==> config.mk <==
export PLATFORM = sky130hd
export DESIGN_NAME = cmd_seq_engine
export DESIGN_NICKNAME = d
export VERILOG_FILES = /design/src/rtl/cmd_seq_pkg.sv /design/src/rtl/cmd_seq_store.sv /design/src/rtl/cmd_seq_timer.sv /design/src/rtl/cmd_seq_engine.sv
export SDC_FILE = /design/constraint.sdc
export NUM_CORES = 2
export LEC_CHECK = 0
export BUFFER_PORTS_ARGS = -buffer_cell sky130_fd_sc_hd__buf_4
export CORE_UTILIZATION = 35
export DETAILED_ROUTE_END_ITERATION = 8
export PLACE_DENSITY = 0.47
export RECOVER_POWER = 25
export SETUP_SLACK_MARGIN = 0.3
export SLEW_MARGIN = 25
export SYNTH_ARGS = -nofsm -noshare
export SYNTH_HDL_FRONTEND = slang
export SYNTH_SLANG_ARGS = --single-unit
export TNS_END_PERCENT = 100
==> constraint.sdc <==
create_clock -name clk -period 3.5 [get_ports clk]
set_input_delay 0.175 -clock clk [delete_from_list [all_inputs] [get_ports clk]]
set_output_delay 0.175 -clock clk [all_outputs]
set_load 0.01 [all_outputs]
==> src/rtl/cmd_seq_pkg.sv <==
package cmd_seq_pkg;

  typedef enum logic {
    ST_IDLE = 1'b0,
    ST_RUN  = 1'b1
  } seq_state_t;

  localparam logic [2:0] FAIL_NONE     = 3'b000;
  localparam logic [2:0] FAIL_BAD_NEXT = 3'b001;

  // Cycles spent on one entry: a zero delay still takes one cycle per block.
  function automatic int unsigned entry_span(int unsigned dly, int unsigned rep);
    return ((dly == 0) ? 1 : dly) * (rep + 1);
  endfunction

endpackage

==> src/rtl/cmd_seq_store.sv <==
module cmd_seq_store #(
  parameter int DEPTH = 32,
  parameter int IDX_W = 5,
  parameter int CMD_W = 64,
  parameter int CTL_W = 19
) (
  input  logic             clk,
  input  logic             wr_en,
  input  logic             wr_sel,
  input  logic [IDX_W-1:0] wr_idx,
  input  logic [CMD_W-1:0] wr_data,
  input  logic [IDX_W-1:0] rd_idx,
  output logic [CMD_W-1:0] rd_cmd,
  output logic [CTL_W-1:0] rd_ctl
);

  logic [CMD_W-1:0] cmd_mem [DEPTH];
  logic [CTL_W-1:0] ctl_mem [DEPTH];

  always_ff @(posedge clk) begin
    if (wr_en && (int'(wr_idx) < DEPTH)) begin
      if (wr_sel) ctl_mem[wr_idx] <= wr_data[CTL_W-1:0];
      else        cmd_mem[wr_idx] <= wr_data;
    end
  end

  assign rd_cmd = cmd_mem[rd_idx];
  assign rd_ctl = ctl_mem[rd_idx];

endmodule

==> src/rtl/cmd_seq_timer.sv <==
module cmd_seq_timer
  import cmd_seq_pkg::*;
#(
  parameter int DLY_W = 8,
  parameter int REP_W = 4
) (
  input  logic             clk,
  input  logic             rst_n,
  input  logic             load,
  input  logic             adv,
  input  logic [DLY_W-1:0] dly,
  input  logic [REP_W-1:0] rep,
  output logic             first_slot_o,
  output logic             last_o
);

  logic [DLY_W-1:0] blk_cnt;
  logic [REP_W-1:0] rep_cnt;
  logic [DLY_W-1:0] blk_last;
  logic [31:0]      occ_cnt;

  assign blk_last     = (dly == '0) ? '0 : dly - DLY_W'(1);
  assign first_slot_o = (blk_cnt == '0);
  assign last_o       = (blk_cnt == blk_last) && (rep_cnt == rep);

  always_ff @(posedge clk or negedge rst_n) begin
    if (!rst_n) begin
      blk_cnt <= '0;
      rep_cnt <= '0;
    end else if (load) begin
      blk_cnt <= '0;
      rep_cnt <= '0;
    end else if (adv) begin
      if (blk_cnt == blk_last) begin
        blk_cnt <= '0;
        rep_cnt <= (rep_cnt == rep) ? '0 : rep_cnt + REP_W'(1);
      end else begin
        blk_cnt <= blk_cnt + DLY_W'(1);
      end
    end
  end

  // Occupancy counter kept only to cross-check the block/repeat counters.
  always_ff @(posedge clk or negedge rst_n) begin
    if (!rst_n)                   occ_cnt <= '0;
    else if (load)                occ_cnt <= '0;
    else if (adv && last_o)       occ_cnt <= '0;
    else if (adv)                 occ_cnt <= occ_cnt + 32'd1;
  end

  a_r3_entry_span: assert property (@(posedge clk) disable iff (!rst_n)
    (adv && last_o) |-> (occ_cnt + 32'd1 == entry_span(32'(dly), 32'(rep))));

  a_r3_blk_in_range: assert property (@(posedge clk) disable iff (!rst_n)
    adv |-> (blk_cnt <= blk_last));

endmodule

==> src/rtl/cmd_seq_engine.sv <==
module cmd_seq_engine
  import cmd_seq_pkg::*;
#(
  parameter int DEPTH  = 32,
  parameter int CMD_W  = 64,
  parameter int CS_W   = 2,
  parameter int DLY_W  = 8,
  parameter int REP_W  = 4,
  parameter int NPORTS = 4,
  localparam int IDX_W   = $clog2(DEPTH),
  localparam int PSEL_W  = (NPORTS > 1) ? $clog2(NPORTS) : 1,
  localparam int NXT_W   = IDX_W + 1,
  localparam int DLY_LSB = NXT_W,
  localparam int REP_LSB = DLY_LSB + DLY_W,
  localparam int END_BIT = REP_LSB + REP_W,
  localparam int CTL_W   = END_BIT + 1
) (
  input  logic              clk,
  input  logic              rst_n,
  input  logic              wr_en_i,
  input  logic              wr_sel_i,
  input  logic [IDX_W-1:0]  wr_idx_i,
  input  logic [CMD_W-1:0]  wr_data_i,
  input  logic [PSEL_W-1:0] port_sel_i,
  input  logic              start_i,
  input  logic              stop_i,
  output logic [CMD_W-1:0]  bus_o,
  output logic [NPORTS-1:0] port_own_o,
  output logic [4:0]        stat_o,
  output logic              ok_o
);

  seq_state_t        state;
  logic [IDX_W-1:0]  idx;
  logic              done_q;
  logic [2:0]        fail_q;
  logic              stop_pend;
  logic [PSEL_W-1:0] port_q;
  logic              cke_q;

  logic [CMD_W-1:0]  rd_cmd;
  logic [CTL_W-1:0]  rd_ctl;
  logic [NXT_W-1:0]  nxt;
  logic [DLY_W-1:0]  dly;
  logic [REP_W-1:0]  rep;
  logic              end_bit;
  logic              first_slot;
  logic              last_slot;

  // Named internal events
  logic running, start_go, at_end, boundary, cmd_slot, halt_req, next_bad;
  logic [CMD_W-1:0] desel_w;

  cmd_seq_store #(
    .DEPTH(DEPTH), .IDX_W(IDX_W), .CMD_W(CMD_W), .CTL_W(CTL_W)
  ) u_store (
    .clk     (clk),
    .wr_en   (wr_en_i),
    .wr_sel  (wr_sel_i),
    .wr_idx  (wr_idx_i),
    .wr_data (wr_data_i),
    .rd_idx  (idx),
    .rd_cmd  (rd_cmd),
    .rd_ctl  (rd_ctl)
  );

  assign nxt     = rd_ctl[NXT_W-1:0];
  assign dly     = rd_ctl[DLY_LSB +: DLY_W];
  assign rep     = rd_ctl[REP_LSB +: REP_W];
  assign end_bit = rd_ctl[END_BIT];

  assign running  = (state == ST_RUN);
  assign start_go = start_i && !running;
  assign at_end   = running && end_bit;
  assign cmd_slot = running && !end_bit && first_slot;
  assign boundary = running && !end_bit && last_slot;
  assign halt_req = stop_i || stop_pend;
  assign next_bad = (nxt >= NXT_W'(DEPTH));

  cmd_seq_timer #(
    .DLY_W(DLY_W), .REP_W(REP_W)
  ) u_timer (
    .clk          (clk),
    .rst_n        (rst_n),
    .load         (start_go),
    .adv          (running && !end_bit),
    .dly          (dly),
    .rep          (rep),
    .first_slot_o (first_slot),
    .last_o       (last_slot)
  );

  always_ff @(posedge clk or negedge rst_n) begin
    if (!rst_n) begin
      state     <= ST_IDLE;
      idx       <= '0;
      done_q    <= 1'b0;
      fail_q    <= FAIL_NONE;
      stop_pend <= 1'b0;
      port_q    <= '0;
    end else if (start_go) begin
      state     <= ST_RUN;
      idx       <= '0;
      done_q    <= 1'b0;
      fail_q    <= FAIL_NONE;
      stop_pend <= 1'b0;
      port_q    <= port_sel_i;
    end else if (running) begin
      if (stop_i) stop_pend <= 1'b1;
      if (at_end) begin
        state     <= ST_IDLE;
        done_q    <= !halt_req;
        stop_pend <= 1'b0;
      end else if (boundary) begin
        if (halt_req) begin
          state     <= ST_IDLE;
          stop_pend <= 1'b0;
        end else if (next_bad) begin
          state  <= ST_IDLE;
          fail_q <= FAIL_BAD_NEXT;
        end else begin
          idx <= nxt[IDX_W-1:0];
        end
      end
    end
  end

  // Clock enable follows the last command actually placed on the bus.
  always_ff @(posedge clk or negedge rst_n) begin
    if (!rst_n)        cke_q <= 1'b0;
    else if (cmd_slot) cke_q <= rd_cmd[CS_W];
  end

  always_comb begin
    desel_w            = '0;
    desel_w[CS_W-1:0]  = '1;
    desel_w[CS_W]      = cke_q;
  end

  assign bus_o  = cmd_slot ? rd_cmd : desel_w;
  assign stat_o = {running, done_q, fail_q};
  assign ok_o   = (stat_o == 5'b01000);

  for (genvar p = 0; p < NPORTS; p++) begin : g_own
    assign port_own_o[p] = running && (port_q == PSEL_W'(p));
  end

  a_r2_busy_from_start: assert property (@(posedge clk) disable iff (!rst_n)
    $rose(stat_o[4]) |-> $past(start_i));

  a_r4_follow_next: assert property (@(posedge clk) disable iff (!rst_n)
    (boundary && !halt_req && !next_bad) |=> (running && idx == $past(nxt[IDX_W-1:0])));

  a_r6_done_after_end: assert property (@(posedge clk) disable iff (!rst_n)
    $rose(stat_o[3]) |-> $past(at_end));

  a_r7_fail_idle: assert property (@(posedge clk) disable iff (!rst_n)
    (stat_o[2:0] != 3'b000) |-> (!stat_o[4] && !stat_o[3]));

  a_r8_stop_no_done: assert property (@(posedge clk) disable iff (!rst_n)
    (halt_req && (at_end || boundary)) |=> (!stat_o[4] && !stat_o[3]));

  a_r9_idle_deselect: assert property (@(posedge clk) disable iff (!rst_n)
    !stat_o[4] |-> (bus_o[CS_W-1:0] == {CS_W{1'b1}}));

  a_r9_cke_hold: assert property (@(posedge clk) disable iff (!rst_n)
    !cmd_slot |-> (bus_o[CS_W] == $past(bus_o[CS_W])));

  a_r10_busy_done_excl: assert property (@(posedge clk) disable iff (!rst_n)
    !(stat_o[4] && stat_o[3]));

  a_r11_own_onehot: assert property (@(posedge clk) disable iff (!rst_n)
    stat_o[4] |-> $onehot(port_own_o));

  a_r11_own_idle: assert property (@(posedge clk) disable iff (!rst_n)
    !stat_o[4] |-> (port_own_o == '0));

endmodule

==> metrics.md <==
| Metric | Value |
|---|---|
| Status | finished, violations left |
| Failing checks | setup timing |
| Worst Hold Class | primary input to flop |
| I/O Buffers | between 100 and 150 |
| First-pass GRT wire length | ~390000 um |
| Vias per Instance | approximately 5.3 |
| Final RePlAce weighted congestion | 0.751 |
| Critical Path Sink | bus_o[29] |
| Starting DRT DRC Count | roughly 4300 |
| DP HPWL | around 140000 um |
| Clk pin slew, worst setup/hold paths | about 0.06 ns |
| Critical path startpoint | idx[0] |
| Arrival @ worst endpoint | between 4 and 5 ns |
| WS Path Type | flop to primary output |
| Flop2flop setup slack | -0.43 ns |
| Clk sinks | ~2700 |
| Lkg Pwr | between 30 and 40 nW |
| Synth async-reset ratio | 0.00896 |
| Final worst slack | -0.752 ns |
| Core ar. | around 0.29 mm2 |
| Final net count | ~5000 |
| Syn_area_per_cell | approximately 24 um2 |
| Initial Util | 0.353 |
| Largest net degree at the start of global routing | 121 |
| Synthesized cell area | 0.103 mm2 |
| Commonest non-fill, non-tap cells in the layout | edfxtp_1, mux4_2, clkbuf_16, buf_4, mux2i_1 |
| Slew @ Worst Pin | between 1 and 1.5 ns |
| RSZ-0062 raised after global routing | true |
| Cell count after placement | around 8400 |
| Skew final | approximately 0.041 ns |
| Die H | approximately 540 um |
| DRC violations left | 0 |
| Worst vdd ir | roughly 0.00034 V |
| Critical Path Source Type | flop |
| CTS root buf | clkbuf_16 |
| Critical path endpoint category | primary output |
| Worst R2R End | u_timer.rep_cnt[2] |
| Later-pin clock latency in the skew report | between 0.8 and 0.9 ns |
| Total track usage | 0.187 |
| Synthesized instance count | roughly 4300 |
| DR pass1 iterations | 7 |
| Initial antenna violation count | 17 |
| Synth warn | 0 |
| PwrDens | approximately 550 mW/mm2 |
| Share of layout cells above drive strength 1 | 0.343 |
| Final setup vio count | 84 |
| Seq/Total Area, Yosys | 0.781 |
| Final non-filler cell total | between 9000 and 10000 |
| Cell Rows | approximately 200 |
| Grt ovf | 0 |
| Reg2reg start | idx[1] |
| ANT nets after route | 0 |
| Maximum operating frequency | 235 MHz |
| Post-synth cell types | 66 |
| Synth Register Bits | roughly 2700 |
| Vias | 48000 |
| Worst rel slew slack | 0.0575 |
| Primary FF master, synth | edfxtp_1 |
| Crit path required time | ~3.3 ns |
| Die Width | approximately 540 um |
| CTS buffer count | around 300 |
| Crit-path max FO | 24 |
| Crit share post-route | 1.21 |
| Fin. Hold Viols | 0 |
| CTS tree | yes |
| Minimum clock period | ~4.3 ns |
| H-tree lvl count | 5 |
| Longest Clk Path Bufs | 4 |
| Final Slew Violations | 0 |
| Total Power | 67.7 mW |
| Die Area | 0.296 mm2 |
| Final wirelength | ~280000 um |
| Vias in the first global route | 50000 |
| EDFF count, synth | between 2000 and 3000 |
| Most common cell after layout, fill and taps aside | edfxtp_1 |
| # IOs | 151 |
| Max cap viols | 0 |
| Reg2reg path depth | 18 |
| WL/cell | a little over 30 um |
| Area growth syn-to-layout | 19.1% |
Yosys cell counts (6+ instances only):
library cell,instances,share of area
mux2i_1,191,0.019
or3_1,9,0.00055
buf_2,20,0.00097
buf_6,9,0.00099
o21ai_0,9,0.00044
a21oi_1,19,0.00092
nand2_1,50,0.0018
nand3_1,24,0.0012
nor2_1,144,0.0053
nor3_1,6,0.00029
o22ai_1,10,0.00061
nor2b_1,14,0.00085
dfrtp_1,24,0.0058
inv_1,11,0.00040
buf_4,11,0.00080
edfxtp_1,2656,0.78
a22oi_1,46,0.0034
nand4_1,7,0.00043
mux4_2,754,0.17
nand2b_1,9,0.00055
buf_1,66,0.0024
clkbuf_1,118,0.0043
state kept, by name, indices dropped and copies added (netlist names):
name and count:
stop_pend 1, fail_q 1, port_q 2, running 1, cke_q 1, u_store.ctl_mem 608
idx 5, u_timer.rep_cnt 4, done_q 1, u_timer.blk_cnt 8, u_store.cmd_mem 2048
critical path, stage by stage (launching register included):
cell	delay, ns
dfrtp_4	0.51
buf_12	0.15
buf_12	0.12
buf_16	0.14
mux4_2	0.43
mux4_2	0.49
mux2i_4	0.22
buf_6	0.17
nand2_4	0.06
inv_4	0.07
nand3_4	0.06
buf_12	0.18
buf_16	0.18
nor2_2	0.16
buf_4	0.13
metrics by stage:
step / hold WS (ns) / area (um2) / TNS [ns] / worst slack [ns] / util
4_1_cts: 0.0393 / 122000 / -55.61 / -0.790 / 0.420
3_5_place_dp: 0.120 / 111000 / -18.70 / -0.459 / 0.382
6_report: 0.115 / 122000 / -52.01 / -0.752 / 0.420
3_3_place_gp: 0.121 / 111000 / -16.93 / -0.434 / 0.382
2_1_floorplan: -0.121 / 103000 / -252.48 / -0.673 / -
5_1_grt: 0.0782 / 122000 / -62.51 / -0.854 / 0.420
layout make-up:
type                       count  area, um2
sequential                  2680      80400
timing repair buffer         539       5640
multi-input combinational   1381      22100
clock inverter               159       1570
tap                         3900       4880
fill                       25200     169000
clock buffer                 365       7870
antenna                        5       12.5
inverter                      11       43.8
kinds of logic after synthesis:
group,count (synthesis),synth area share
flip-flops,2680,0.781
multiplexers,951,0.185
AND/OR/NAND/NOR,305,0.0145
buffers and inverters,239,0.0106
AO/OA/AOI/OAI,112,0.00769
XOR/XNOR,7,0.000596
adder cells (fa/ha/maj),4,0.000487
other,1,0.0000365
where the power goes:
part / switching, mW / internal, mW
sequential: 0.115 / 35.6
combinational: 1.02 / 0.491
clock: 12.7 / 17.7
total: 13.9 / 53.8
routing by layer:
layer | track usage | vias to the layer above | share of wire
met5 | 0 | - | 0.00043
met3 | 0.0266 | 352 | 0.043
met1 | 0.265 | 26800 | 0.45
li1 | - | 19800 | -
met2 | 0.309 | 1106 | 0.49
met4 | 0.0373 | 18 | 0.018
timing repair:
item	in CTS	in global routing
hold endpoints to repair	2694	0
setup endpoints to repair	85	84
hold buffers	71	0
gates cloned	11	1
resized for setup	101	40
buffers inserted	24	2
pin swaps	19	11
worst min path at each step:
stage                           start                      end  slack [ns]  cells after the start
final                         wr_en_i   u_store.ctl_mem[14][6]        0.11                      4
after global routing          wr_en_i  u_store.ctl_mem[14][13]        0.08                      4
after CTS                 wr_idx_i[1]   u_store.cmd_mem[19][8]        0.04                      4
after detailed placement        rst_n                port_q[0]        0.12                      1
after global placement          rst_n                port_q[1]        0.12                      1
after floorplan                 rst_n                    cke_q       -0.12                      0
Note: power is estimated with default switching activity, not from simulation.
